[src/rtl/rfPkg.sv]
package rfPkg;
  localparam int ARCH_REGS   = 16;
  localparam int FIQ_BANKED  = 7;
  localparam int SMALL_BANKS = 4;
  localparam int SMALL_DEPTH = 2;
  localparam int PHYS_REGS   = ARCH_REGS + FIQ_BANKED + SMALL_BANKS * SMALL_DEPTH;
  localparam int PHYS_W      = $clog2(PHYS_REGS);
  localparam int SPSR_NUM    = SMALL_BANKS + 1;
  localparam int SPSR_W      = $clog2(SPSR_NUM);
  localparam int PC_IDX      = 15;

  typedef enum logic [4:0] {
    MODE_USR = 5'b10000,
    MODE_FIQ = 5'b10001,
    MODE_IRQ = 5'b10010,
    MODE_SVC = 5'b10011,
    MODE_ABT = 5'b10111,
    MODE_UND = 5'b11011,
    MODE_SYS = 5'b11111
  } modeE;

  typedef enum logic [2:0] {
    BANK_USR = 3'd0,
    BANK_FIQ = 3'd1,
    BANK_IRQ = 3'd2,
    BANK_SVC = 3'd3,
    BANK_ABT = 3'd4,
    BANK_UND = 3'd5
  } bankE;

  typedef enum logic [1:0] {
    ISA_WORD = 2'd0,
    ISA_HALF = 2'd1,
    ISA_BYTE = 2'd2,
    ISA_RSVD = 2'd3
  } isaE;

  typedef struct packed {
    logic              wrEn;
    logic [PHYS_W-1:0] wrPhys;
    logic              linkEn;
    logic [PHYS_W-1:0] linkPhys;
    logic              excEn;
    logic [PHYS_W-1:0] excPhys;
    logic [SPSR_W-1:0] excSlot;
    logic              spsrWrEn;
    logic [SPSR_W-1:0] curSlot;
    logic              curHasSaved;
  } rfStrobeS;

  function automatic bankE modeToBank(input logic [4:0] m);
    case (m)
      MODE_FIQ: return BANK_FIQ;
      MODE_IRQ: return BANK_IRQ;
      MODE_SVC: return BANK_SVC;
      MODE_ABT: return BANK_ABT;
      MODE_UND: return BANK_UND;
      default:  return BANK_USR;
    endcase
  endfunction

  function automatic logic [PHYS_W-1:0] physOf(input bankE b, input logic [3:0] idx);
    int p;
    p = int'(idx);
    if (b == BANK_FIQ && idx >= 4'd8 && idx <= 4'd14)
      p = ARCH_REGS + int'(idx) - 8;
    else if (b != BANK_USR && b != BANK_FIQ && idx >= 4'd13 && idx <= 4'd14)
      p = ARCH_REGS + FIQ_BANKED + SMALL_DEPTH * (int'(b) - int'(BANK_IRQ)) + int'(idx) - 13;
    return PHYS_W'(p);
  endfunction

  function automatic logic [SPSR_W-1:0] slotOf(input bankE b);
    if (b == BANK_USR) return '0;
    return SPSR_W'(int'(b) - int'(BANK_FIQ));
  endfunction
endpackage

[src/rtl/rfCtrl.sv]
module rfCtrl
  import rfPkg::*;
(
  input  logic              clk,
  input  logic              rstN,
  input  logic [4:0]        curMode,
  input  logic [4:0]        excMode,
  input  logic [3:0]        rdIdxA,
  input  logic [3:0]        rdIdxB,
  input  logic              wrEn,
  input  logic [3:0]        wrIdx,
  input  logic              linkWr,
  input  logic              excEntry,
  input  logic              spsrRdEn,
  input  logic              spsrWrEn,
  output logic [PHYS_W-1:0] rdPhysA,
  output logic [PHYS_W-1:0] rdPhysB,
  output rfStrobeS          strobes,
  output logic              spsrErr
);
  bankE curBank;
  bankE excBank;
  logic curSaved;
  logic excSaved;

  always_comb begin
    curBank  = modeToBank(curMode);
    excBank  = modeToBank(excMode);
    curSaved = (curBank != BANK_USR);
    excSaved = (excBank != BANK_USR);
  end

  always_comb begin
    rdPhysA = physOf(curBank, rdIdxA);
    rdPhysB = physOf(curBank, rdIdxB);

    strobes             = '0;
    strobes.wrEn        = wrEn;
    strobes.wrPhys      = physOf(curBank, wrIdx);
    strobes.linkEn      = linkWr;
    strobes.linkPhys    = physOf(curBank, 4'd14);
    strobes.excEn       = excEntry && excSaved;
    strobes.excPhys     = physOf(excBank, 4'd14);
    strobes.excSlot     = slotOf(excBank);
    strobes.spsrWrEn    = spsrWrEn && curSaved;
    strobes.curSlot     = slotOf(curBank);
    strobes.curHasSaved = curSaved;

    spsrErr = (spsrRdEn || spsrWrEn) && !curSaved;
  end

  // fast-interrupt indices 8..14 never land on user copies
  p_fiq_private_r3: assert property (@(posedge clk) disable iff (!rstN)
    (curMode == MODE_FIQ && rdIdxA >= 4'd8 && rdIdxA <= 4'd14)
      |-> (rdPhysA >= PHYS_W'(ARCH_REGS) && rdPhysA < PHYS_W'(ARCH_REGS + FIQ_BANKED)));

  // low indices are shared in every mode
  p_low_shared_r4: assert property (@(posedge clk) disable iff (!rstN)
    (rdIdxB < 4'd8) |-> (rdPhysB == PHYS_W'(rdIdxB)));

  // an erroneous access never produces a saved-status write
  p_err_no_write_r9: assert property (@(posedge clk) disable iff (!rstN)
    spsrErr |-> !strobes.spsrWrEn);

  // exception strobe into user/system mode is dropped
  p_exc_drop_r7: assert property (@(posedge clk) disable iff (!rstN)
    (excMode == MODE_USR || excMode == MODE_SYS) |-> !strobes.excEn);
endmodule

[src/rtl/rfDatapath.sv]
module rfDatapath
  import rfPkg::*;
#(
  parameter int DATA_W = 32
) (
  input  logic              clk,
  input  logic              rstN,
  input  rfStrobeS          strobes,
  input  logic [PHYS_W-1:0] rdPhysA,
  input  logic [PHYS_W-1:0] rdPhysB,
  input  logic [3:0]        rdIdxA,
  input  logic [3:0]        rdIdxB,
  input  logic [1:0]        isaState,
  input  logic [DATA_W-1:0] wrData,
  input  logic [DATA_W-1:0] excRetPc,
  input  logic              statusWrEn,
  input  logic [DATA_W-1:0] statusWrData,
  input  logic [DATA_W-1:0] spsrWrData,
  output logic [DATA_W-1:0] rdDataA,
  output logic [DATA_W-1:0] rdDataB,
  output logic [DATA_W-1:0] pcOut,
  output logic [DATA_W-1:0] statusOut,
  output logic [DATA_W-1:0] spsrRdData
);
  logic [DATA_W-1:0] physRegs [PHYS_REGS];
  logic [DATA_W-1:0] spsrRegs [SPSR_NUM];
  logic [DATA_W-1:0] statusReg;
  logic [DATA_W-1:0] pcAligned;
  logic [DATA_W-1:0] pcRaw;

  assign pcRaw = physRegs[PC_IDX];

  always_comb begin
    case (isaE'(isaState))
      ISA_HALF: pcAligned = {pcRaw[DATA_W-1:1], 1'b0};
      ISA_BYTE: pcAligned = pcRaw;
      default:  pcAligned = {pcRaw[DATA_W-1:2], 2'b00};
    endcase
  end

  always_comb begin
    rdDataA    = (rdIdxA == 4'(PC_IDX)) ? pcAligned : physRegs[rdPhysA];
    rdDataB    = (rdIdxB == 4'(PC_IDX)) ? pcAligned : physRegs[rdPhysB];
    pcOut      = pcAligned;
    statusOut  = statusReg;
    spsrRdData = strobes.curHasSaved ? spsrRegs[strobes.curSlot] : '0;
  end

  always_ff @(posedge clk or negedge rstN) begin
    if (!rstN) begin
      for (int i = 0; i < PHYS_REGS; i++) physRegs[i] <= '0;
    end else begin
      for (int i = 0; i < PHYS_REGS; i++) begin
        if (strobes.excEn && strobes.excPhys == PHYS_W'(i))
          physRegs[i] <= excRetPc;
        else if (strobes.linkEn && strobes.linkPhys == PHYS_W'(i))
          physRegs[i] <= pcAligned;
        else if (strobes.wrEn && strobes.wrPhys == PHYS_W'(i))
          physRegs[i] <= wrData;
      end
    end
  end

  always_ff @(posedge clk or negedge rstN) begin
    if (!rstN) begin
      for (int j = 0; j < SPSR_NUM; j++) spsrRegs[j] <= '0;
    end else begin
      for (int j = 0; j < SPSR_NUM; j++) begin
        if (strobes.excEn && strobes.excSlot == SPSR_W'(j))
          spsrRegs[j] <= statusReg;
        else if (strobes.spsrWrEn && strobes.curSlot == SPSR_W'(j))
          spsrRegs[j] <= spsrWrData;
      end
    end
  end

  always_ff @(posedge clk or negedge rstN) begin
    if (!rstN)           statusReg <= '0;
    else if (statusWrEn) statusReg <= statusWrData;
  end

  // an untargeted physical register holds its value
  for (genvar g = 0; g < PHYS_REGS; g++) begin : gHold
    p_hold_r5: assert property (@(posedge clk) disable iff (!rstN)
      (!(strobes.wrEn   && strobes.wrPhys   == PHYS_W'(g)) &&
       !(strobes.linkEn && strobes.linkPhys == PHYS_W'(g)) &&
       !(strobes.excEn  && strobes.excPhys  == PHYS_W'(g)))
        |=> $stable(physRegs[g]));
  end

  // link write lands the aligned program counter
  p_link_value_r6: assert property (@(posedge clk) disable iff (!rstN)
    (strobes.linkEn && !(strobes.excEn && strobes.excPhys == strobes.linkPhys))
      |=> physRegs[$past(strobes.linkPhys)] == $past(pcAligned));

  // exception entry saves return address and prior status
  p_exc_save_r7: assert property (@(posedge clk) disable iff (!rstN)
    strobes.excEn |=> (physRegs[$past(strobes.excPhys)] == $past(excRetPc) &&
                       spsrRegs[$past(strobes.excSlot)] == $past(statusReg)));

  // aligned outputs respect the instruction-set state
  p_pc_align_r8: assert property (@(posedge clk) disable iff (!rstN)
    (isaState != 2'(ISA_BYTE)) |-> (pcOut[0] == 1'b0));
endmodule

[src/rtl/bankRegFile.sv]
module bankRegFile
  import rfPkg::*;
#(
  parameter int DATA_W = 32
) (
  input  logic              clk,
  input  logic              rstN,
  input  logic [4:0]        curMode,
  input  logic [1:0]        isaState,
  input  logic [3:0]        rdIdxA,
  output logic [DATA_W-1:0] rdDataA,
  input  logic [3:0]        rdIdxB,
  output logic [DATA_W-1:0] rdDataB,
  input  logic              wrEn,
  input  logic [3:0]        wrIdx,
  input  logic [DATA_W-1:0] wrData,
  input  logic              linkWr,
  input  logic              excEntry,
  input  logic [4:0]        excMode,
  input  logic [DATA_W-1:0] excRetPc,
  input  logic              statusWrEn,
  input  logic [DATA_W-1:0] statusWrData,
  output logic [DATA_W-1:0] statusOut,
  input  logic              spsrRdEn,
  input  logic              spsrWrEn,
  input  logic [DATA_W-1:0] spsrWrData,
  output logic [DATA_W-1:0] spsrRdData,
  output logic              spsrErr,
  output logic [DATA_W-1:0] pcOut
);
  rfStrobeS          strobes;
  logic [PHYS_W-1:0] rdPhysA;
  logic [PHYS_W-1:0] rdPhysB;

  rfCtrl uCtrl (
    .clk      (clk),
    .rstN     (rstN),
    .curMode  (curMode),
    .excMode  (excMode),
    .rdIdxA   (rdIdxA),
    .rdIdxB   (rdIdxB),
    .wrEn     (wrEn),
    .wrIdx    (wrIdx),
    .linkWr   (linkWr),
    .excEntry (excEntry),
    .spsrRdEn (spsrRdEn),
    .spsrWrEn (spsrWrEn),
    .rdPhysA  (rdPhysA),
    .rdPhysB  (rdPhysB),
    .strobes  (strobes),
    .spsrErr  (spsrErr)
  );

  rfDatapath #(.DATA_W(DATA_W)) uData (
    .clk          (clk),
    .rstN         (rstN),
    .strobes      (strobes),
    .rdPhysA      (rdPhysA),
    .rdPhysB      (rdPhysB),
    .rdIdxA       (rdIdxA),
    .rdIdxB       (rdIdxB),
    .isaState     (isaState),
    .wrData       (wrData),
    .excRetPc     (excRetPc),
    .statusWrEn   (statusWrEn),
    .statusWrData (statusWrData),
    .spsrWrData   (spsrWrData),
    .rdDataA      (rdDataA),
    .rdDataB      (rdDataB),
    .pcOut        (pcOut),
    .statusOut    (statusOut),
    .spsrRdData   (spsrRdData)
  );

  // a saved-status access error coincides with a zero read
  p_spsr_zero_r9: assert property (@(posedge clk) disable iff (!rstN)
    spsrErr |-> (spsrRdData == '0));
endmodule

[config.mk]
export PLATFORM = sky130hd
export DESIGN_NAME = bankRegFile
export DESIGN_NICKNAME = d
export VERILOG_FILES = /design/src/rtl/rfPkg.sv /design/src/rtl/rfCtrl.sv /design/src/rtl/rfDatapath.sv /design/src/rtl/bankRegFile.sv
export SDC_FILE = /design/constraint.sdc
export NUM_CORES = 2
export LEC_CHECK = 0
export BUFFER_PORTS_ARGS = -buffer_cell sky130_fd_sc_hd__buf_2
export CORE_MARGIN = 5
export CORE_UTILIZATION = 30
export DETAILED_ROUTE_END_ITERATION = 8
export GPL_ROUTABILITY_DRIVEN = 0
export MAX_ROUTING_LAYER = met4
export SLEW_MARGIN = 5
export SYNTH_ARGS = -nofsm -noshare
export SYNTH_HDL_FRONTEND = slang
export SYNTH_SLANG_ARGS = --single-unit
export TNS_END_PERCENT = 1
[constraint.sdc]
create_clock -name clk -period 8.7 [get_ports clk]
set_input_delay 0.435 -clock clk [delete_from_list [all_inputs] [get_ports clk]]
set_output_delay 0.435 -clock clk [all_outputs]
set_load 0.005 [all_outputs]
== Yosys cells after proc, flatten, opt, wreduce, memory -nomap -nowiden ==
Cells that the tools add are included.

* Register bits after elaboration: 1184
* Latch bits: 0
* Bits in writable memories: 0
* Bits in read-only memories: 0
* Bits of input ports: 160
* Output and inout bits: 161
* Memories kept: 0

* Add/sub/neg operators: 22
* $mul: 0
* Divide/modulo/power cells: 0
* Order comparisons: 12
* Eq/ne operators: 116
* Shift operators: 0
* Mux-type cells: 134
* Bitwise operators: 3
* Reductions and logical operators: 167

{| class="wikitable"
|+ Operator list
! cell !! number
|-
| two-way mux 32 bit || 112
|-
| binary-select mux 32 bit (select 5 bit) || 2
|-
| equality test 5 bit, second input constant || 55
|-
| equality test 5 x 4 -> 1 bit, second input constant || 24
|-
| logical AND 1 bit || 120
|-
| nonzero test 3 bit || 33
|-
| binary-select mux 32 bit (select 3 bit) || 1
|-
| equality test 5 x 3 -> 1 bit, second input constant || 12
|-
| two-way mux 5 bit || 10
|-
| subtractor 5 bit, second input constant || 8
|-
| equality test 5 x 2 -> 1 bit, second input constant || 6
|-
| case mux 3 bit (5 select lines) || 2
|-
| >= comparator 4 bit, second input constant || 7
|-
| adder 5 x 4 -> 5 bit, first input constant || 3
|-
| adder 5 bit || 3
|-
| equality test 5 x 1 -> 1 bit, second input constant || 3
|-
| logical NOT 5 bit || 3
|-
| equality test 3 x 1 -> 1 bit, second input constant || 4
|-
| equality test 3 x 2 -> 1 bit, second input constant || 4
|-
| >= comparator 6 bit, second input constant || 2
|-
| <= comparator 4 bit, second input constant || 3
|-
| logical NOT 3 bit || 4
|-
| two-way mux 3 bit || 4
|-
| inverter 5 -> 6 bit || 2
|-
| other kinds (15) || 27
|}

== Logic depth before layout (Yosys ltp) ==
* Word-level depth: 13
* Depth in mapped cells: 18

== Hierarchy ==
From an unflattened synthesis, not the netlist that was laid out.

* Cell total of the unflattened synthesis: 8780
* Area, all modules: 85665.9 um^2

{| class="wikitable"
|+ Modules (own cells, without submodules)
! module !! instances !! cells each !! area each (um^2) !! sequential area each (um^2)
|-
| rfDatapath || 1 || 8643 || 84616.2 || 29628.4
|-
| rfCtrl || 1 || 137 || 1049.8 || 0.0
|}

== Worst setup path after synthesis ==
No wires, ideal clock.

* Path type: input-to-output
* Start: in curMode[3]
* End: out rdDataB[28]
* Data arrival time: 4.196 ns
* Slack: 4.069 ns
* Stages: 15
* Path through: nor4bb_1 > clkbuf_1 > inv_1 > ha_1 > clkbuf_1 > xnor2_1 > ha_1 > or4b_2 > o21ai_1 > nor2_2 > nand3_2 > clkbuf_1 > o22ai_1 > a2111oi_0 > nor4_1

* Cells in the longest elaborated chain, start to end: 13
* Elaborated cells between the ends (all ways): 25
* Those cells by class: add/sub (4); eq/ne (7); mux (7); bitwise (1); reduce/logical (6)

{| class="wikitable"
|+ Ends and longest elaborated chain
! element !! line !! text
|-
| start: declaration || bankRegFile.sv:8 || <nowiki>input logic [4:0] curMode,</nowiki>
|-
| equality test 5 bit || rfPkg.sv:52 || <nowiki>case (m)</nowiki>
|-
| case mux 3 bit (5 select lines) (*) || rfPkg.sv:52 ||
|-
| subtractor 3 x 2 -> 4 bit, or another cell as far along || rfPkg.sv:68 || <nowiki>p = ARCH_REGS + FIQ_BANKED + SMALL_DEPTH * (int'(b) - int'(BANK_IRQ)) + int'(idx) - 13;</nowiki>
|-
| adder 5 bit / logical AND 1 bit (equally long branches) (2 in series) || rfPkg.sv:68, rfPkg.sv:67 ||
|-
| subtractor 5 bit / logical AND 1 bit (equally long branches) || rfPkg.sv:68, rfPkg.sv:67 ||
|-
| two-way mux 5 bit || rfPkg.sv:67 || <nowiki>else if (b != BANK_USR && b != BANK_FIQ && idx >= 4'd13 && idx <= 4'd14)</nowiki>
|-
| two-way mux 5 bit (*) || rfPkg.sv:65 || <nowiki>if (b == BANK_FIQ && idx >= 4'd8 && idx <= 4'd14)</nowiki>
|-
| inverter 5 -> 6 bit (not written as such) (*) || rfDatapath.sv:43 || <nowiki>rdDataB = (rdIdxB == 4'(PC_IDX)) ? pcAligned : physRegs[rdPhysB];</nowiki>
|-
| binary-select mux 32 bit (select 5 bit) (*) || rfDatapath.sv:43 ||
|-
| two-way mux 32 bit (not written as such) (*) (2 in series) || rfDatapath.sv:43 ||
|-
| two-way mux 32 bit (*) || rfDatapath.sv:43 ||
|-
| end: declaration || bankRegFile.sv:13 || <nowiki>output logic [DATA_W-1:0] rdDataB,</nowiki>
|}

Every way passes the cells marked *; elsewhere a longest branch is shown, timed or not. The select of a mux whose other input is x is not followed.

== Worst setup path after layout ==
* Start: in curMode[3]
* End: out rdDataB[21]

The elaborated chain is that of the path after synthesis.

==> flow_summary.toml <==
[synth]
async_flop_share_pct = 100
synth_seq_area_share_pct = 38.4
synth_area_um2 = 77200
synth-edff-count = 0
synth_area_per_cell_um2 = 9.94
ys_ff_latch = 1184
synth_nets = 7962
syn_inst = 7771
ys.warnings.count = 0
synthDistinctLibCells = 91
synthFlopType = "dfrtp_1"

[placed_design]
dp.cells = 10800
io_buffers = 320
place_hpwl_mm = 207

[setup_path]
path_class = "input pin to output pin"
required_ps = 8270
worst-endpoint-arrival_ps = 7040
end_kind = "output pin"
crit_path_start_kind = "input pin"
crit_path_max_fanout = 115

[global_routing]
grt_pass1_wl_mm = 499
antenna_found_initial = 70
grt.total_usage_pct = 26.2
grt_overflow = 0
grt_max_degree = 193
first_global_vias = 67600

[die]
fp.dieW_um = 517
die_area_um2 = 268000
floorplan.initialDensity_pct = 30.1
die_height_um = 517
core_area_um2 = 256000
rows = 186
io_pins = 321

[clock_tree]
path_clk_slew_ps = 60
cts.sinks = 1184
clock_path_buffers = 3
htreeDepth = 4
insertion_delay_ps = 860
cts_resized = 0
cts_tree = "yes"
cts_setup_buffers = 0
numCtsBuffers = 143
cts_root_buffer = "clkbuf_16"

[power_and_ir_drop]
cellPowerDensity_nw_per_um2 = 211
power_mw = 18.4
p_leak_nw = 37.3
peakVddDrop_uv = 219

[sta]
rsz0062_at_grt = "no"
setup_viol = 0
fin_crit_sh_pct = 85.9
hold_viol = 0
max_freq_mhz = 134
slew_headroom_pct = 6.75
fin_tns_setup_ps = 0
period_needed_ps = 7470
hold-worst-slack_ps = 164
slew_viol_final = 0
worst_pin_slew_ps = 1400
skew_ps = 41.0

[cells_and_area]
multiInputGateArea_um2 = 44000
syn_to_final_growth_pct = 12.8
final_common_cell = "dfrtp_1"
final_nets = 7775
num-fill-cells = 25800
layout_common_cells = "dfrtp_1, nand2_1, mux2i_1, mux2_2, nor2_1"
ff_latch_area_um2 = 29600
finalNonFillerCells = 11100
drive_gt1_share_pct = 25.3

[min_path]
holdCritPathClass = "input pin to flop"

[drt]
drcViolationCount = 0
postRouteAntennaNets = 0
viasPerCell = 6.25
drt-wirelength-per-cell_um = 31.8
firstDrtPassIters = 6
drtIter0Drc = 10100
wl_mm = 353
via_count = 69500

[flow_run]
cap_viol_max_count = 0

[run_status]
outcome = "complete, no violations"
logic make-up after synthesis:
logic type | after synthesis | synth area share [%]
mux | 2023 | 30.6
simple gates | 1773 | 9.63
compound gates | 1697 | 15.0
flops | 1184 | 38.4
buf+inv | 1047 | 5.71
fa+ha+maj | 31 | 0.531
xor+xnor | 16 | 0.191
metal layers:
metal  share of wire [%]  GRT usage [%]
met3                  12           8.19
met1                  37           31.8
met5                   0              -
met2                  43           37.4
met4                 7.8           17.4
cells in the mapped netlist (all sizes together) (7+ instances only):
cell type	instances	area (um^2)
a2111oi	122	1070
a211oi	243	1850
a21o	126	946
a21oi	308	1540
a221oi	12	105
a22o	7	61.3
a22oi	33	248
a31oi	79	494
a32oi	100	883
and2	49	307
buf	359	1830
clkbuf	562	2110
dfrtp	1184	29600
ha	28	350
inv	123	462
mux2	906	10200
mux2i	937	9380
mux4	180	4050
nand2	1003	3760
nand2b	10	62.6
nand3	186	936
nand3b	7	52.6
nand4	21	131
nor2	414	1560
nor3	15	118
nor3b	9	72.6
nor4	25	175
o2111a	45	507
o2111ai	39	342
o211ai	79	598
o21ai	395	1980
o221ai	25	219
o22ai	28	175
xnor2	9	78.8
xor2	7	68.8
power breakdown:
group | switching (mW) | internal, mW
clock network | 2.70 | 3.54
registers | 1.08 | 6.67
logic | 2.41 | 2.00
total | 6.20 | 12.2
worst paths after layout:
kind                                                   end  cells after the start  slack, ps                           start
setup / recovery                               rdDataB[21]                     15       1230                      curMode[3]
hold / removal             uData.physRegs[896]$_DFFE_PN0P_                      3        160                     excRetPc[0]
setup reg to reg           uData.physRegs[576]$_DFFE_PN0P_                      5       6620      uData.pcRaw[0]$_DFFE_PN0P_
hold reg to reg             uData.spsrRegs[69]$_DFFE_PN0P_                      2        480  uData.spsrRegs[69]$_DFFE_PN0P_
max in group asynchronous   uData.spsrRegs[82]$_DFFE_PN0P_                      4       5930                            rstN
min in group asynchronous  uData.physRegs[300]$_DFFE_PN0P_                      2        170                            rstN
area by class of cell:
cell class / count / share of cell area (%)
Antenna cell: 52 / 0.149
Clock buffer: 201 / 4.69
Clock inverter: 45 / 0.721
Inverter: 126 / 0.543
Multi-Input combinational cell: 5540 / 50.4
Sequential cell: 1184 / 34.0
Tap cell: 3384 / 4.86
Timing Repair Buffer: 589 / 4.59
stage by stage:
stage,utilization (%),cell area [um^2],setup slack [ps]
6_report,34.0,87100,1230
2_1_floorplan,-,77200,4070
5_1_grt,34.0,87100,1070
3_3_place_gp,31.8,81600,1450
4_1_cts,33.9,87000,1440
3_5_place_dp,31.8,81600,1430
registers in the layout, indices dropped and copies added (netlist names):
signal,count
uData.spsrRegs,160
uData.pcRaw,32
uData.statusOut,32
uData.physRegs,960
worst max-delay path, stage by stage:
cell and delay (ps):
buf_2 140, nor4bb_2 1030, inv_1 230, ha_1 300, ha_2 440, nand3b_1 340, o21ai_4 140, buf_4 420
o211ai_4 240, buf_12 290, a2111oi_0 1100, a2111oi_0 200, a2111oi_0 990, nor4_1 240, buf_2 210
repair_timing:
action / in CTS / in global routing
hold buffers: 65 / 0
endpoints found under the setup margin: 0 / 0
hold endpoints to repair: 320 / 0
Power figures use the tool's default switching activity.
